==> src/rtl/buzz_pkg.sv <==
// Shared sizing for the buzzer driver.
// Assumes: base divide ratio is a power of two, at least 2.
package buzz_pkg;
    localparam int unsigned BZ_PERIOD_W  = 6;  // width of count and period data
    localparam int unsigned BZ_SEL_W     = 2;  // width of divider select
    localparam int unsigned BZ_BASE_LOG2 = 3;  // select code 0 divides by 2**3

    // Divider select codes; code n divides by 2**(BZ_BASE_LOG2+n)
    typedef enum logic [BZ_SEL_W-1:0] {
        DIV_BY_8  = 2'd0,
        DIV_BY_16 = 2'd1,
        DIV_BY_32 = 2'd2,
        DIV_BY_64 = 2'd3
    } buzz_div_e;
endpackage

==> src/rtl/buzz_prescaler.sv <==
// Clock prescaler: a free-running binary counter, cleared while disabled.
// A tick is raised when the low (BASE_LOG2 + div_sel) bits are all ones,
// so a tick appears once every 2**(BASE_LOG2 + div_sel) enabled clocks.
// Assumes: BASE_LOG2 >= 1.
module buzz_prescaler #(
    parameter int unsigned SEL_W     = buzz_pkg::BZ_SEL_W,
    parameter int unsigned BASE_LOG2 = buzz_pkg::BZ_BASE_LOG2
) (
    input  logic             clk,
    input  logic             rst_n,
    input  logic             enable,
    input  logic [SEL_W-1:0] div_sel,
    output logic             tick
);
    localparam int unsigned NUM_SEL = 1 << SEL_W;
    localparam int unsigned PRE_W   = BASE_LOG2 + NUM_SEL - 1;

    logic [PRE_W-1:0]   pre_q;
    logic [NUM_SEL-1:0] tick_opt;

    // Advance the prescaler while enabled, clear it otherwise
    always_ff @(posedge clk) begin
        if (!rst_n || !enable) begin
            pre_q <= '0;
        end else begin
            pre_q <= pre_q + 1'b1;
        end
    end

    // One candidate tick per divide ratio
    for (genvar g = 0; g < NUM_SEL; g++) begin : g_ratio
        assign tick_opt[g] = &pre_q[BASE_LOG2+g-1:0];
    end

    // Pick the ratio chosen by the select code
    always_comb begin
        tick = enable & tick_opt[div_sel];
    end
endmodule

==> src/rtl/buzz_period_buf.sv <==
// Period buffer: holds the period value in force and applies the reload rule.
// A new value at or above the current count is used at once; a lower one is
// held off until the count wraps to zero, where any value is at or above it.
// Assumes: the counter never exceeds the value presented on eff_period.
module buzz_period_buf #(
    parameter int unsigned W = buzz_pkg::BZ_PERIOD_W
) (
    input  logic         clk,
    input  logic         rst_n,
    input  logic         enable,
    input  logic [W-1:0] period_in,
    input  logic [W-1:0] cnt,
    output logic [W-1:0] act_q,
    output logic [W-1:0] eff_period
);
    logic accept_new;

    // Decide whether the incoming period is safe to use right now
    always_comb begin
        accept_new = (period_in >= cnt);
        eff_period = accept_new ? period_in : act_q;
    end

    // Track the period in force; follow the input freely while disabled
    always_ff @(posedge clk) begin
        if (!rst_n) begin
            act_q <= '0;
        end else if (!enable) begin
            act_q <= period_in;
        end else begin
            act_q <= eff_period;
        end
    end
endmodule

==> src/rtl/buzz_wave_counter.sv <==
// Tick counter and output flip-flop. On each tick the count rises by one,
// or on a match with the effective period it wraps to zero and the output
// flips. Both clear while disabled, so each enable starts with output low.
// Assumes: cnt_q <= eff_period on every enabled cycle.
module buzz_wave_counter #(
    parameter int unsigned W = buzz_pkg::BZ_PERIOD_W
) (
    input  logic         clk,
    input  logic         rst_n,
    input  logic         enable,
    input  logic         tick,
    input  logic [W-1:0] eff_period,
    output logic [W-1:0] cnt_q,
    output logic         wave_q
);
    logic wrap;

    // Detect the end of a half-cycle
    always_comb begin
        wrap = tick && (cnt_q == eff_period);
    end

    // Count divided ticks, restarting at the period match
    always_ff @(posedge clk) begin
        if (!rst_n || !enable) begin
            cnt_q <= '0;
        end else if (tick) begin
            cnt_q <= wrap ? '0 : cnt_q + 1'b1;
        end
    end

    // Flip the output at every period match
    always_ff @(posedge clk) begin
        if (!rst_n || !enable) begin
            wave_q <= 1'b0;
        end else if (wrap) begin
            wave_q <= ~wave_q;
        end
    end
endmodule

==> src/rtl/sqwave_buzzer.sv <==
// Top of the buzzer driver: prescaler, period buffer and wave counter.
// Produces a 50% duty square wave of half-period D*(P+1) clocks.
// Assumes: synchronous active-low reset; inputs synchronous to clk.
module sqwave_buzzer #(
    parameter int unsigned PERIOD_W  = buzz_pkg::BZ_PERIOD_W,
    parameter int unsigned SEL_W     = buzz_pkg::BZ_SEL_W,
    parameter int unsigned BASE_LOG2 = buzz_pkg::BZ_BASE_LOG2
) (
    input  logic                clk,
    input  logic                rst_n,
    input  logic                enable,
    input  logic [SEL_W-1:0]    div_sel,
    input  logic [PERIOD_W-1:0] period_in,
    output logic                buzz_out
);
    logic                tick;
    logic [PERIOD_W-1:0] cnt_q;
    logic [PERIOD_W-1:0] act_q;
    logic [PERIOD_W-1:0] eff_period;
    logic                wave_q;

    buzz_prescaler #(
        .SEL_W     (SEL_W),
        .BASE_LOG2 (BASE_LOG2)
    ) u_pre (
        .clk     (clk),
        .rst_n   (rst_n),
        .enable  (enable),
        .div_sel (div_sel),
        .tick    (tick)
    );

    buzz_period_buf #(
        .W (PERIOD_W)
    ) u_buf (
        .clk        (clk),
        .rst_n      (rst_n),
        .enable     (enable),
        .period_in  (period_in),
        .cnt        (cnt_q),
        .act_q      (act_q),
        .eff_period (eff_period)
    );

    buzz_wave_counter #(
        .W (PERIOD_W)
    ) u_cnt (
        .clk        (clk),
        .rst_n      (rst_n),
        .enable     (enable),
        .tick       (tick),
        .eff_period (eff_period),
        .cnt_q      (cnt_q),
        .wave_q     (wave_q)
    );

    // Drive the pin straight from the output flip-flop
    always_comb begin
        buzz_out = wave_q;
    end
endmodule

==> config.mk <==
export PLATFORM = sky130hd
export DESIGN_NAME = sqwave_buzzer
export DESIGN_NICKNAME = d
export VERILOG_FILES = /design/src/rtl/buzz_pkg.sv /design/src/rtl/buzz_prescaler.sv /design/src/rtl/buzz_period_buf.sv /design/src/rtl/buzz_wave_counter.sv /design/src/rtl/sqwave_buzzer.sv
export SDC_FILE = /design/constraint.sdc
export NUM_CORES = 1
export LEC_CHECK = 0
export BUFFER_PORTS_ARGS = -buffer_cell sky130_fd_sc_hd__clkbuf_2
export CAP_MARGIN = 20
export CELL_PAD_IN_SITES_DETAIL_PLACEMENT = 0
export CELL_PAD_IN_SITES_GLOBAL_PLACEMENT = 1
export CORE_AREA = 5 5 62 64
export CTS_BUF_LIST = sky130_fd_sc_hd__clkbuf_8
export DETAILED_ROUTE_END_ITERATION = 6
export DIE_AREA = 0 0 67 69
export GPL_TIMING_DRIVEN = 0
export PLACE_DENSITY = 0.61
export SLEW_MARGIN = 20
export SYNTH_ARGS = -nofsm -noshare
export SYNTH_HDL_FRONTEND = slang
export SYNTH_SLANG_ARGS = --single-unit
==> constraint.sdc <==
create_clock -name clk -period 2.18 [get_ports clk]
set_input_delay 0.436 -clock clk [delete_from_list [all_inputs] [get_ports clk]]
set_output_delay 0.436 -clock clk [all_outputs]
set_load 0.005 [all_outputs]
==> out/metrics.yaml <==
outcome:
  status: "complete, no violations"
floorplanning:
  die_h_um: 69
  start_util_pct: 33.84
  core_um2: 3232
  dieArea_um2: 4623
  ioPinCount: 12
  num_rows: 21
  die_x_um: 67
worst_setup_path:
  cp-end-kind: "register"
  regToRegSetupSlack_ns: 0.16
  worstPathMaxFanout: 8
  worst_r2r_startpoint: "u_cnt.cnt_q[0]$_SDFFE_PP0P_"
  cp-start-kind: "register"
  r2r_end: "u_cnt.wave_q$_SDFFE_PP0P_"
  r2r_cells: 8
  arrival_ns: 2.22
  crit_type: "reg2reg"
  crit_required_ns: 2.37
placement:
  io_buffers: 11
  dp_hpwl_um: 1808
  place_area_um2: 1206
  globalplace.congestion: 0.7653
  pre_cts_ws_ns: -0.08203
detailed_routing:
  ant_nets: 0
  vias: 840
  first_pass_iters: 2
  dr.first_iter.drc_count: 21
  remaining_drc_errors: 0
  drt_wl_total_um: 2284
  post_drt_wl_per_cell_um: 12.76
  via_per_inst: 4.693
power_and_ir_drop:
  p_per_area_nw_per_um2: 546.9
  switching_share_pct: 24.60
  power.total_w: 0.0006966
  combPwrFrac_pct: 12.3
  power_switching_w: 0.0001714
  power.internal_w: 0.0005252
  power_frac_clock_pct: 35.4
  p_seq_share_pct: 52.3
  vdd_drop_max_mv: 0.2255
  p_leak_nw: 0.5530
sta:
  slew_headroom_pct: 68.70
  max_freq_ghz: 0.4940
  min_period_ns: 2.024
  rsz0062_at_grt: "no"
  fin_ws_ns: 0.1556
  maxSlewViolCount: 0
  finalHoldViolCount: 0
  clock_skew_ns: 0.003041
  fin_hold_ws_ns: 0.4396
  worstMarginPinSlew_ns: 0.4694
  setup_viol: 0
  period_share_pct: 92.86
synth:
  ys_seq_elements: 19
  synth_cell_types: 29
  syn_nets: 139
  synthCells: 118
  synth_area_um2: 1094
  synth_warnings: 0
  ys_seq_area_share_pct: 34.78
  postSynthAreaPerCell_um2: 9.267
clock_tree:
  htreeDepth: 1
  cts_tree: "yes"
  cts_buffers: 3
  clock_path_buffers: 2
  numClockSinks: 19
  clockRootBuffer: "clkbuf_8"
  clock_latency_ns: 0.25
  clk_pin_slew_ns: 0.07
cells_and_area:
  insertedDiodeCount: 0
  layout.nets: 155
  stdcell_area_um2: 1274
  drive_gt1_share_pct: 21.05
  area_growth_pct: 16.48
  fin_util_pct: 39.41
global_routing:
  grt_usage_pct: 11.02
  grt_overflow: 0
  grt_pass1_wl_um: 3967
  antenna_found_initial: 0
  grt_max_degree: 12
  first_global_vias: 893
min_path:
  worstHoldStart: "rst_n"
  min_to: "u_pre.pre_q[1]$_SDFF_PP0_"
  min_path_cells: 2
  worstHoldPathType: "in2reg"
flow_run:
  drv_cap: 0
==> registers in the layout, summed over array words and instances, names as in the netlist <==
name          count
u_buf.act_q       6
u_cnt.cnt_q       6
u_pre.pre_q       6
u_cnt.wave_q      1
==> logic make-up after synthesis <==
logic type	Yosys count	synth area share, %
AND/OR/NAND/NOR	40	20.94
flip-flops	19	34.78
XOR/XNOR	18	14.42
AO/OA/AOI/OAI	13	8.123
buffers and inverters	11	3.890
adder cells (fa/ha/maj)	10	11.44
multiplexers	7	6.408
==> cell usage after synthesis <==
master	number	area [um2]
o21bai_1	1	7.510
mux2i_1	7	70.07
inv_1	8	30.03
nand2b_4	1	13.76
dfxtp_1	19	380.4
nand2_1	4	15.01
a21o_1	1	7.510
nor3_1	2	10.01
xnor2_1	13	113.9
buf_2	1	5.000
nand2b_1	1	6.260
or3_1	1	6.260
nor2b_1	7	43.79
a21bo_2	1	10.01
nand2_2	1	6.260
and3_1	4	25.02
a21oi_1	4	20.02
nand3_1	1	5.000
ha_1	10	125.1
o221ai_1	1	8.760
a211oi_1	2	15.01
clkbuf_1	2	7.510
or2_2	1	6.260
o31ai_1	2	15.01
and3_4	1	11.26
o21ai_0	1	5.000
xor2_1	5	43.79
nor2_1	8	30.03
nand4_1	8	50.05
==> power by group through the flow <==
| stage | Clock (W) | Sequential (W) | Combinational (W) |
|---|---|---|---|
| after floorplan | 0 | 0.000371 | 0.0000525 |
| after global routing | 0.000271 | 0.000366 | 0.0000963 |
| after global placement | 0 | 0.000372 | 0.0000799 |
| after CTS | 0.000260 | 0.000365 | 0.0000837 |
| after detailed placement | 0 | 0.000373 | 0.0000816 |
| final | 0.000247 | 0.000364 | 0.0000856 |
==> layer usage <==
| metal | vias up | GRT usage, % | wire length [um] |
|---|---|---|---|
| li1 | 437 | - | - |
| met4 | 0 | 5.405 | 61 |
| met3 | 7 | 2.597 | 92 |
| met2 | 16 | 16.81 | 1026 |
| met1 | 380 | 14.24 | 1103 |
| met5 | - | 0 | 0 |
==> worst max-delay path, stage by stage, from the launching register on <==
cell and delay [ns]:
dfxtp_2 0.44, ha_1 0.26, nand2b_1 0.14, a21oi_1 0.19, o221ai_2 0.16, mux2i_2 0.19, buf_4 0.15, or3_1 0.30
a21oi_1 0.14
==> what timing repair did <==
| action | CTS | global route |
|---|---|---|
| endpoints found under the hold margin | 0 | 0 |
| buffers inserted | 1 | 0 |
| resized for setup | 1 | 5 |
| endpoints found under the setup margin | 6 | 8 |
| hold buffers | 0 | 0 |
| pin swaps | 0 | 0 |
==> final cells by class <==
| class | instances | area (um2) |
|---|---|---|
| timing repair buffer | 12 | 62.56 |
| sequential | 19 | 384.1 |
| multi-input combinational | 88 | 684.4 |
| tap | 46 | 57.56 |
| fill | 356 | 1958 |
| clock buffer | 3 | 41.29 |
| inverter | 8 | 30.03 |
| buffer | 2 | 8.758 |
| clock inverter | 1 | 5.005 |
==> stage by stage <==
| step | cells | TNS, ns |
|---|---|---|
| floorplan | 118 | 0 |
| global placement | 175 | -0.4035 |
| detailed placement | 175 | -0.5872 |
| CTS | 179 | 0 |
| global route | 179 | 0 |
| finish | 179 | 0 |
==> cell usage in the layout (no fill, tap or decap), drive strengths merged, types with 4 or more instances in the layout <==
master,synthesis,routed
nand2,5,5
xor2,5,5
mux2i,7,7
clkbuf,2,15
a21oi,4,4
inv,8,8
nor2,8,8
ha,10,10
dfxtp,19,19
and3,5,5
nor2b,7,7
xnor2,13,13
nand4,8,8
==> worst max path at each step <==
stage / to / slack [ns] / startpoint / depth (start not counted)
global placement: u_cnt.cnt_q[0]$_SDFFE_PP0P_ / -0.07 / period_in[0] / 9
floorplan: u_buf.act_q[0]$_SDFF_PN0_ / 0.29 / period_in[0] / 9
CTS: u_cnt.cnt_q[0]$_SDFFE_PP0P_ / 0.04 / u_cnt.cnt_q[2]$_SDFFE_PP0P_ / 7
detailed placement: u_cnt.cnt_q[0]$_SDFFE_PP0P_ / -0.08 / period_in[0] / 9
finish: u_cnt.wave_q$_SDFFE_PP0P_ / 0.16 / u_cnt.cnt_q[0]$_SDFFE_PP0P_ / 8
global route: u_cnt.wave_q$_SDFFE_PP0P_ / 0.02 / u_cnt.cnt_q[0]$_SDFFE_PP0P_ / 8
Power figures use the tool's default switching activity.
